[src/rtl/alu14_pkg.sv]
// Package alu14_pkg
// Shared operation encoding for the 14-bit ALU. Codes above OP_ROR are
// reserved and treated as no-operation by the core.
package alu14_pkg;
    typedef enum logic [3:0] {
        OP_CPY  = 4'd0,
        OP_SWP  = 4'd1,
        OP_ADD  = 4'd2,
        OP_SUB  = 4'd3,
        OP_ADDI = 4'd4,
        OP_SUBI = 4'd5,
        OP_AND  = 4'd6,
        OP_OR   = 4'd7,
        OP_NOT  = 4'd8,
        OP_ASR  = 4'd9,
        OP_ROR  = 4'd10
    } alu_op_e;

    typedef struct packed {
        logic c;
        logic n;
        logic v;
        logic z;
    } alu_flags_t;
endpackage

[src/rtl/alu14_addsub.sv]
// Module alu14_addsub
// Two's-complement adder/subtractor. With sub high it forms a + ~b + 1.
// The carry output is then the not-borrow flag. Purely combinational.
module alu14_addsub #(
    parameter int W = 14
) (
    input  logic [W-1:0] a,
    input  logic [W-1:0] b,
    input  logic         sub,
    output logic [W-1:0] sum,
    output logic         cout,
    output logic         ovf
);
    logic [W-1:0] b_eff;
    logic [W:0]   wide;

    // Invert the second operand for subtraction and add with carry-in.
    always_comb begin
        b_eff = sub ? ~b : b;
        wide  = {1'b0, a} + {1'b0, b_eff} + {{W{1'b0}}, sub};
        sum   = wide[W-1:0];
        cout  = wide[W];
        ovf   = (a[W-1] == b_eff[W-1]) && (sum[W-1] != a[W-1]);
    end
endmodule

[src/rtl/alu14_shift.sv]
// Module alu14_shift
// Arithmetic shift right and rotate right through carry. Counts above W
// saturate to W. A count of zero returns the data and the carry as given.
// The rotate ring is {cin, d}, W+1 bits wide.
module alu14_shift #(
    parameter int W  = 14,
    parameter int CW = $clog2(W + 1)
) (
    input  logic [W-1:0]  d,
    input  logic [CW-1:0] cnt,
    input  logic          cin,
    input  logic          rot,
    output logic [W-1:0]  q,
    output logic          cout
);
    localparam logic [CW-1:0] CMAX = CW'(W);

    logic [CW-1:0]    kk;
    logic [W-1:0]     asr_q;
    logic             asr_c;
    logic [2*W+1:0]   dbl;
    logic [W:0]       ring;

    // Clamp the count to the data width.
    always_comb kk = (cnt > CMAX) ? CMAX : cnt;

    // Arithmetic shift; the carry takes the last bit shifted out.
    always_comb begin
        asr_q = W'($signed(d) >>> kk);
        asr_c = cin;
        for (int i = 0; i < W; i++) begin
            if (kk == CW'(i + 1)) asr_c = d[i];
        end
    end

    // Rotate the (W+1)-bit ring by shifting a doubled copy.
    always_comb begin
        dbl  = {cin, d, cin, d} >> kk;
        ring = dbl[W:0];
    end

    // Select the variant requested.
    always_comb begin
        if (rot) begin
            q    = ring[W-1:0];
            cout = ring[W];
        end else begin
            q    = asr_q;
            cout = asr_c;
        end
    end
endmodule

[src/rtl/alu14_logic.sv]
// Module alu14_logic
// Bitwise AND, OR and NOT of the destination operand. sel: 0 AND, 1 OR,
// 2 and 3 NOT. Combinational.
module alu14_logic #(
    parameter int W = 14
) (
    input  logic [W-1:0] a,
    input  logic [W-1:0] b,
    input  logic [1:0]   sel,
    output logic [W-1:0] q
);
    // Pick the bitwise function.
    always_comb begin
        unique case (sel)
            2'd0:    q = a & b;
            2'd1:    q = a | b;
            default: q = ~a;
        endcase
    end
endmodule

[src/rtl/alu14_core.sv]
// Module alu14_core
// Top of the ALU. It decodes the operation, steers operands into the
// add/sub, shift and logic units, and forms N and Z from the new
// destination. Results and flags are registered with one cycle of latency.
// Assumes: the caller selects register or immediate onto src_in, and
// reserved op codes act as no-operation.
module alu14_core
    import alu14_pkg::*;
#(
    parameter int W = 14,
    localparam int CW = $clog2(W + 1)
) (
    input  logic          clk,
    input  logic          rst_n,
    input  logic [3:0]    op_sel,
    input  logic [W-1:0]  dst_in,
    input  logic [W-1:0]  src_in,
    input  logic [CW-1:0] shamt,
    input  logic          c_in,
    input  logic          v_in,
    output logic [W-1:0]  dst_out,
    output logic [W-1:0]  src_out,
    output logic          c_out,
    output logic          n_out,
    output logic          v_out,
    output logic          z_out
);
    alu_op_e      op;
    logic         as_sub;
    logic [W-1:0] as_sum;
    logic         as_c;
    logic         as_v;
    logic         sh_rot;
    logic [W-1:0] sh_q;
    logic         sh_c;
    logic [1:0]   lg_sel;
    logic [W-1:0] lg_q;
    logic [W-1:0] nxt_dst;
    logic [W-1:0] nxt_src;
    alu_flags_t   nxt_f;

    // Decode the op code and the unit control lines.
    always_comb begin
        op     = alu_op_e'(op_sel);
        as_sub = (op == OP_SUB) || (op == OP_SUBI);
        sh_rot = (op == OP_ROR);
        lg_sel = (op == OP_AND) ? 2'd0 : (op == OP_OR) ? 2'd1 : 2'd2;
    end

    alu14_addsub #(.W(W)) i_addsub (
        .a    (dst_in),
        .b    (src_in),
        .sub  (as_sub),
        .sum  (as_sum),
        .cout (as_c),
        .ovf  (as_v)
    );

    alu14_shift #(.W(W), .CW(CW)) i_shift (
        .d    (dst_in),
        .cnt  (shamt),
        .cin  (c_in),
        .rot  (sh_rot),
        .q    (sh_q),
        .cout (sh_c)
    );

    alu14_logic #(.W(W)) i_logic (
        .a   (dst_in),
        .b   (src_in),
        .sel (lg_sel),
        .q   (lg_q)
    );

    // Choose the write-back values and C/V per operation.
    always_comb begin
        nxt_dst = dst_in;
        nxt_src = src_in;
        nxt_f.c = c_in;
        nxt_f.v = v_in;
        unique case (op)
            OP_CPY: nxt_dst = src_in;
            OP_SWP: begin
                nxt_dst = src_in;
                nxt_src = dst_in;
            end
            OP_ADD, OP_ADDI, OP_SUB, OP_SUBI: begin
                nxt_dst = as_sum;
                nxt_f.c = as_c;
                nxt_f.v = as_v;
            end
            OP_AND, OP_OR, OP_NOT: nxt_dst = lg_q;
            OP_ASR, OP_ROR: begin
                nxt_dst = sh_q;
                nxt_f.c = sh_c;
            end
            default: ;
        endcase
        nxt_f.n = nxt_dst[W-1];
        nxt_f.z = (nxt_dst == '0);
    end

    // Register results and flags; reset to zero data with Z set.
    always_ff @(posedge clk) begin
        if (!rst_n) begin
            dst_out <= '0;
            src_out <= '0;
            c_out   <= 1'b0;
            n_out   <= 1'b0;
            v_out   <= 1'b0;
            z_out   <= 1'b1;
        end else begin
            dst_out <= nxt_dst;
            src_out <= nxt_src;
            c_out   <= nxt_f.c;
            n_out   <= nxt_f.n;
            v_out   <= nxt_f.v;
            z_out   <= nxt_f.z;
        end
    end
endmodule

[config.mk]
export PLATFORM = sky130hd
export DESIGN_NAME = alu14_core
export DESIGN_NICKNAME = d
export VERILOG_FILES = /design/src/rtl/alu14_pkg.sv /design/src/rtl/alu14_addsub.sv /design/src/rtl/alu14_shift.sv /design/src/rtl/alu14_logic.sv /design/src/rtl/alu14_core.sv
export SDC_FILE = /design/constraint.sdc
export NUM_CORES = 1
export LEC_CHECK = 0
export BUFFER_PORTS_ARGS = -buffer_cell sky130_fd_sc_hd__buf_2
export CAP_MARGIN = 20
export CORE_MARGIN = 4
export CORE_UTILIZATION = 55
export DETAILED_ROUTE_END_ITERATION = 10
export PLACE_DENSITY = 0.78
export SETUP_SLACK_MARGIN = 0.05
export SLEW_MARGIN = 10
export SYNTH_ARGS = -nofsm -noshare
export SYNTH_HDL_FRONTEND = slang
export SYNTH_SLANG_ARGS = --single-unit
export TNS_END_PERCENT = 10
[constraint.sdc]
create_clock -name clk -period 7.6 [get_ports clk]
set_input_delay 1.52 -clock clk [delete_from_list [all_inputs] [get_ports clk]]
set_output_delay 1.52 -clock clk [all_outputs]
set_load 0.05 [all_outputs]
* Word-level counts from Yosys, hierarchy flattened *
Index checks and enable logic that the tools add are counted.

word-level totals
  input port bits = 40
  bits in registers = 32
  logic and storage cells = 76
  output and inout bits = 32

cells by class
  shifts and indexed selects = 2
  muxes and demuxes = 25
  add/subtract/negate cells = 2
  magnitude comparators = 1
  bitwise logic cells = 4
  eq/ne operators = 27
  reduce and logical (&&, ||, !) cells = 9

operators by type and width
  cell                  number
  $pmux W14 S4          1
  $mux W14              3
  $eq A4 B4 Y1 const B  10
  $eq A4 B3 Y1 const B  8
  $shr A30 B4 Y15       1
  $not A14 Y14          2
  $pmux W14 S2          1
  $eq A4 B2 Y1 const B  4
  $mux W1               16
  $add A14 B14 Y15      1
  $add A15 B1 Y15       1
  $and A14 B14 Y14      1
  $logic_not A14 Y1     1
  $or A14 B14 Y14       1
  $sshr A14 B4 Y14      1
  $eq A4 B1 Y1 const B  2
  $gt A4 B4 Y1 const B  1
  $logic_not A4 Y1      1
  $mux W2               2
  $mux W4               1
  $reduce_or A2 Y1      2
  $reduce_or A4 Y1      1
  $reduce_or A3 Y1      1
  $eq A2 B1 Y1 const B  1
  6 further kinds       6

* Longest topological paths before layout *
  depth in word-level cells = 19
  gate-level depth with buffers = 17
  depth with buffers taken out = 15

* By module *
A second synthesis with hierarchy kept.

second synthesis, totals
  cells, all modules = 623
  area, all modules = 4683.2 um2

by module, submodules not included
  module        cells each  instances  area an instance (um2)
  alu14_core    299         1          2323.5
  alu14_shift   170         1          1219.9
  alu14_addsub  108         1          838.3
  alu14_logic   46          1          301.5

* Worst setup path before layout *
OpenSTA, ideal clock, no wires.

  path kind = input port to flip-flop
  from = input port op_sel[3]
  to = register z_out
  stages = 16
  data arrival time = 5143 ps
  slack = 2378 ps
  library setup time = 79 ps
  cells stage by stage = buf_2 -> buf_2 -> nor2_1 -> nand2_1 -> buf_1 -> xnor2_1 -> ha_1 -> o21ai_0 -> a21oi_1 -> o211ai_1 -> nand3_1 -> o41ai_1 -> xor2_1 -> o22ai_1 -> or4_1 -> a211oi_2

on the way
  cells in the longest elaborated chain, start to end = 7
  elaborated cells between the ends (all ways) = 27
  classes of those cells = add/sub (2); eq/ne (11); mux (6); reduce/logical (8)

RTL lines
  what                                             RTL line                               text
  start, declared                                  alu14_core.sv:15                       input logic [3:0] op_sel,
  $eq A4 B2 Y1 (tied with other cells)             alu14_core.sv:45, alu14_core.sv:81
  $logic_or A1 B1 Y1 or $mux W2 (tied branches)    alu14_core.sv:45, alu14_core.sv:47
  $mux W14 or $mux W2 (tied branches)              alu14_addsub.sv:19, alu14_core.sv:47
  $add A14 B14 Y15 (tied with other cells)         alu14_addsub.sv:20                     wide = {1'b0, a} + {1'b0, b_eff} + {{W{1'b0}}, sub};
  $add A15 B1 Y15 or $pmux W14 S2 (tied branches)  alu14_addsub.sv:20, alu14_logic.sv:14
  $pmux W14 S4 (*)                                 alu14_core.sv:81                       unique case (op)
  $logic_not A14 Y1 (*)                            alu14_core.sv:100                      nxt_f.z = (nxt_dst == '0);
  end signal, assigned                             alu14_core.sv:118                      z_out <= nxt_f.z;
  end, declared                                    alu14_core.sv:26                       output logic z_out

Every way passes the cells marked *; elsewhere a longest branch is shown, timed or not.
A chain may end at the register's enable or synchronous reset.

* Final worst setup path *
  from = input port op_sel[1]
  to = register z_out

Same word-level chain as after synthesis.

==> results.yml <==
yosys:
  synthCells: 606
  synth_warnings: 0
  async_flop_share_pct: 0
  synth_flop_cell: "dfxtp_1"
  avgSynthCellArea_um2: 7.10
  ys_seq_area_share_pct: 14.4
  yosysTopAreaCellShare_pct: 14.4
  synth_top_area_cell: "dfxtp_1"
  netlist_top_cells_area: "dfxtp_1, mux2i_1, o21ai_0"
  synth_seq_cells: 31
  syn_nets: 662
  synth_edf_count: 0
  netlist-cell-type-count: 73
  syn_area_um2: 4300
place:
  dp_hpwl_um: 11200
  gp_congestion: 1.02
  post_dp_cell_area_um2: 4560
  portBuffers: 71
floorplanning:
  core_area_um2: 7410
  pin_count: 72
  die_h_um: 96.4
  initial_utilization_pct: 58.0
  die_area_um2: 9300
  chipWidth_um: 96.4
  row_count: 31
detailed_routing:
  first_pass_iters: 6
  avgRoutedWirePerCell_um: 20.6
  routed_wl_um: 15100
  avgViaCountPerCell: 6.74
  ant_nets: 0
  drt_iter0_markers: 675
  vias: 4955
  drc_errors: 0
clock_network:
  clockBufferDepth: 2
  htreeDepth: 2
  cts_resized: 0
  root_buffer: "clkbuf_8"
  cts_tree: "yes"
  cts_setup_buffers: 0
  clock_sinks: 31
  numCtsBuffers: 5
  clk_pin_slew_ps: 80
  cts_hold_buffers: 0
layout:
  fin_area_um2: 4670
  drive_gt1_share_pct: 16.4
  nets: 691
  num_antenna_cells: 0
  syn2layout_area_growth_pct: 8.55
sta:
  max_freq_mhz: 166
  relSlewSlack_pct: 45.0
  finalHoldViolations: 0
  slew_viol_final: 0
  tns_ps: 0
  rsz0062_at_grt: "false"
  period_minus_slack_ps: 6030
  worstMarginPinSlew_ps: 825
  setup_viol: 0
  finalCritPeriodShare_pct: 79.3
global_route:
  antenna_found_initial: 0
  grt_remaining_overflow: 0
  grt_max_degree: 52
  track_usage_pct: 32.4
  grt_pass1_vias: 4244
  grt_first_pass_wirelength_um: 23300
worst_setup_path:
  critPathLaunchType: "primary input"
  slowest_delay_ps: 660
  crit_family: "simple AND/OR/NAND/NOR gates"
  crit_chain: "buf_2, xnor2_1, nor2_1, nand2_1, xnor2_1, ha_1, a311o_1, o211a_1, o31ai_1, nand2b_1, xnor2_1, o211ai_1, or4_1, a211oi_2"
  critical_path_class: "in -> reg"
  cp_num_buf_inv: 1
  crit_slowest_cell: "nand2_1"
  crit_path_start: "op_sel[1]"
  crit_top_cell: "xnor2_1"
  cp_max_fo: 25
  endpoint_kind: "flop"
  crit_required_ps: 7800
  cp_data_arrival_time_ps: 6230
pwr:
  p_per_area_nw_per_um2: 149
  ir_worst_vdd_mv: 0.118
  p_leak_nw: 1.94
flow_run:
  cap_violations: 0
worst_hold_path:
  hold_class: "in -> reg"
  hold_start: "v_in"
outcome:
  outcome: "completed"
## where the power goes
group / internal [mW] / total [mW] / switching, mW
clock: 0.0824 / 0.150 / 0.0673
sequential: 0.177 / 0.180 / 0.00291
combinational: 0.124 / 0.367 / 0.243
## stage by stage
step	cells	setup WS [ps]	hold slack (ps)	util, %	power [mW]
floorplan	606	2380	1660	-	0.453
global placement	727	1540	1780	61.6	0.536
detailed placement	727	1450	1780	61.6	0.540
CTS	735	1720	1480	63.0	0.688
global route	735	1280	1520	63.0	0.734
finish	735	1570	1480	63.0	0.697
## placed cells by master, fill, tap and decap left out, types with 10 or more instances in the layout
cell / netlist / layout
nor2b_1: 12 / 12
a21boi_0: 17 / 16
and2_1: 16 / 16
dfxtp_1: 31 / 31
o22ai_1: 13 / 13
nor3_1: 14 / 14
inv_1: 16 / 16
a21oi_1: 45 / 45
xnor2_1: 18 / 18
o21ai_0: 47 / 47
buf_2: 16 / 71
o211ai_1: 10 / 10
nor2_1: 51 / 51
nand2b_1: 18 / 18
mux2i_1: 25 / 25
a31oi_1: 10 / 10
nand2_1: 57 / 57
ha_1: 15 / 15
## tightest hold or removal path, cell delays in order
cell	delay, ps
buf_2	80
a21oi_1	50
nor2b_1	90
## worst paths after layout
kind	end	depth (start not counted)	slack, ps
min	v_out	3	1480
max	z_out	14	1570
## per-layer routing
metal	wire length [um]	up-vias	GRT usage [%]
li1	-	2289	-
met1	6270	2278	46.8
met2	6520	347	48.3
met3	1860	41	5.65
met4	479	0	11.0
met5	0	-	0
## sequential cells by signal, indices dropped and copies added (netlist names)
signal and cells:
dst_out 14, src_out 14, c_out 1, v_out 1, z_out 1
## synthesized netlist by cell type, types with 5 or more instances
cell	number
o21ai_0	47
nor2b_1	12
and2_1	16
inv_1	16
o2bb2ai_1	5
mux2i_1	25
o22ai_1	13
a21boi_0	17
maj3_1	7
ha_1	15
nand2_1	57
buf_2	16
o211ai_1	10
nor2_1	51
and3_1	5
mux2_2	9
a21o_1	9
a31oi_1	10
clkbuf_1	29
o21a_1	8
dfxtp_1	31
nand2b_1	18
nor3_1	14
nand3_1	8
a21oi_1	45
xnor2_1	18
a211oi_1	9
## layout make-up
cell class                 instances  area [um^2]
timing repair buffer              75          385
clock buffer                       7         96.3
sequential                        31          621
inverter                          17         63.8
multi-input combinational        505         3370
tap                               99          124
clock inverter                     1         7.51
fill                             693         2740
## cell families after synthesis
| kind of cell | after synthesis | synth area share (%) |
|---|---|---|
| AO/OA/AOI/OAI | 216 | 33.7 |
| flip-flops | 31 | 14.4 |
| XOR/XNOR | 22 | 4.48 |
| AND/OR/NAND/NOR | 206 | 23.9 |
| adder cells (fa/ha/maj) | 23 | 6.46 |
| multiplexers | 38 | 9.83 |
| buffers and inverters | 70 | 7.19 |
No activity file was read; power rests on OpenSTA's default activity.
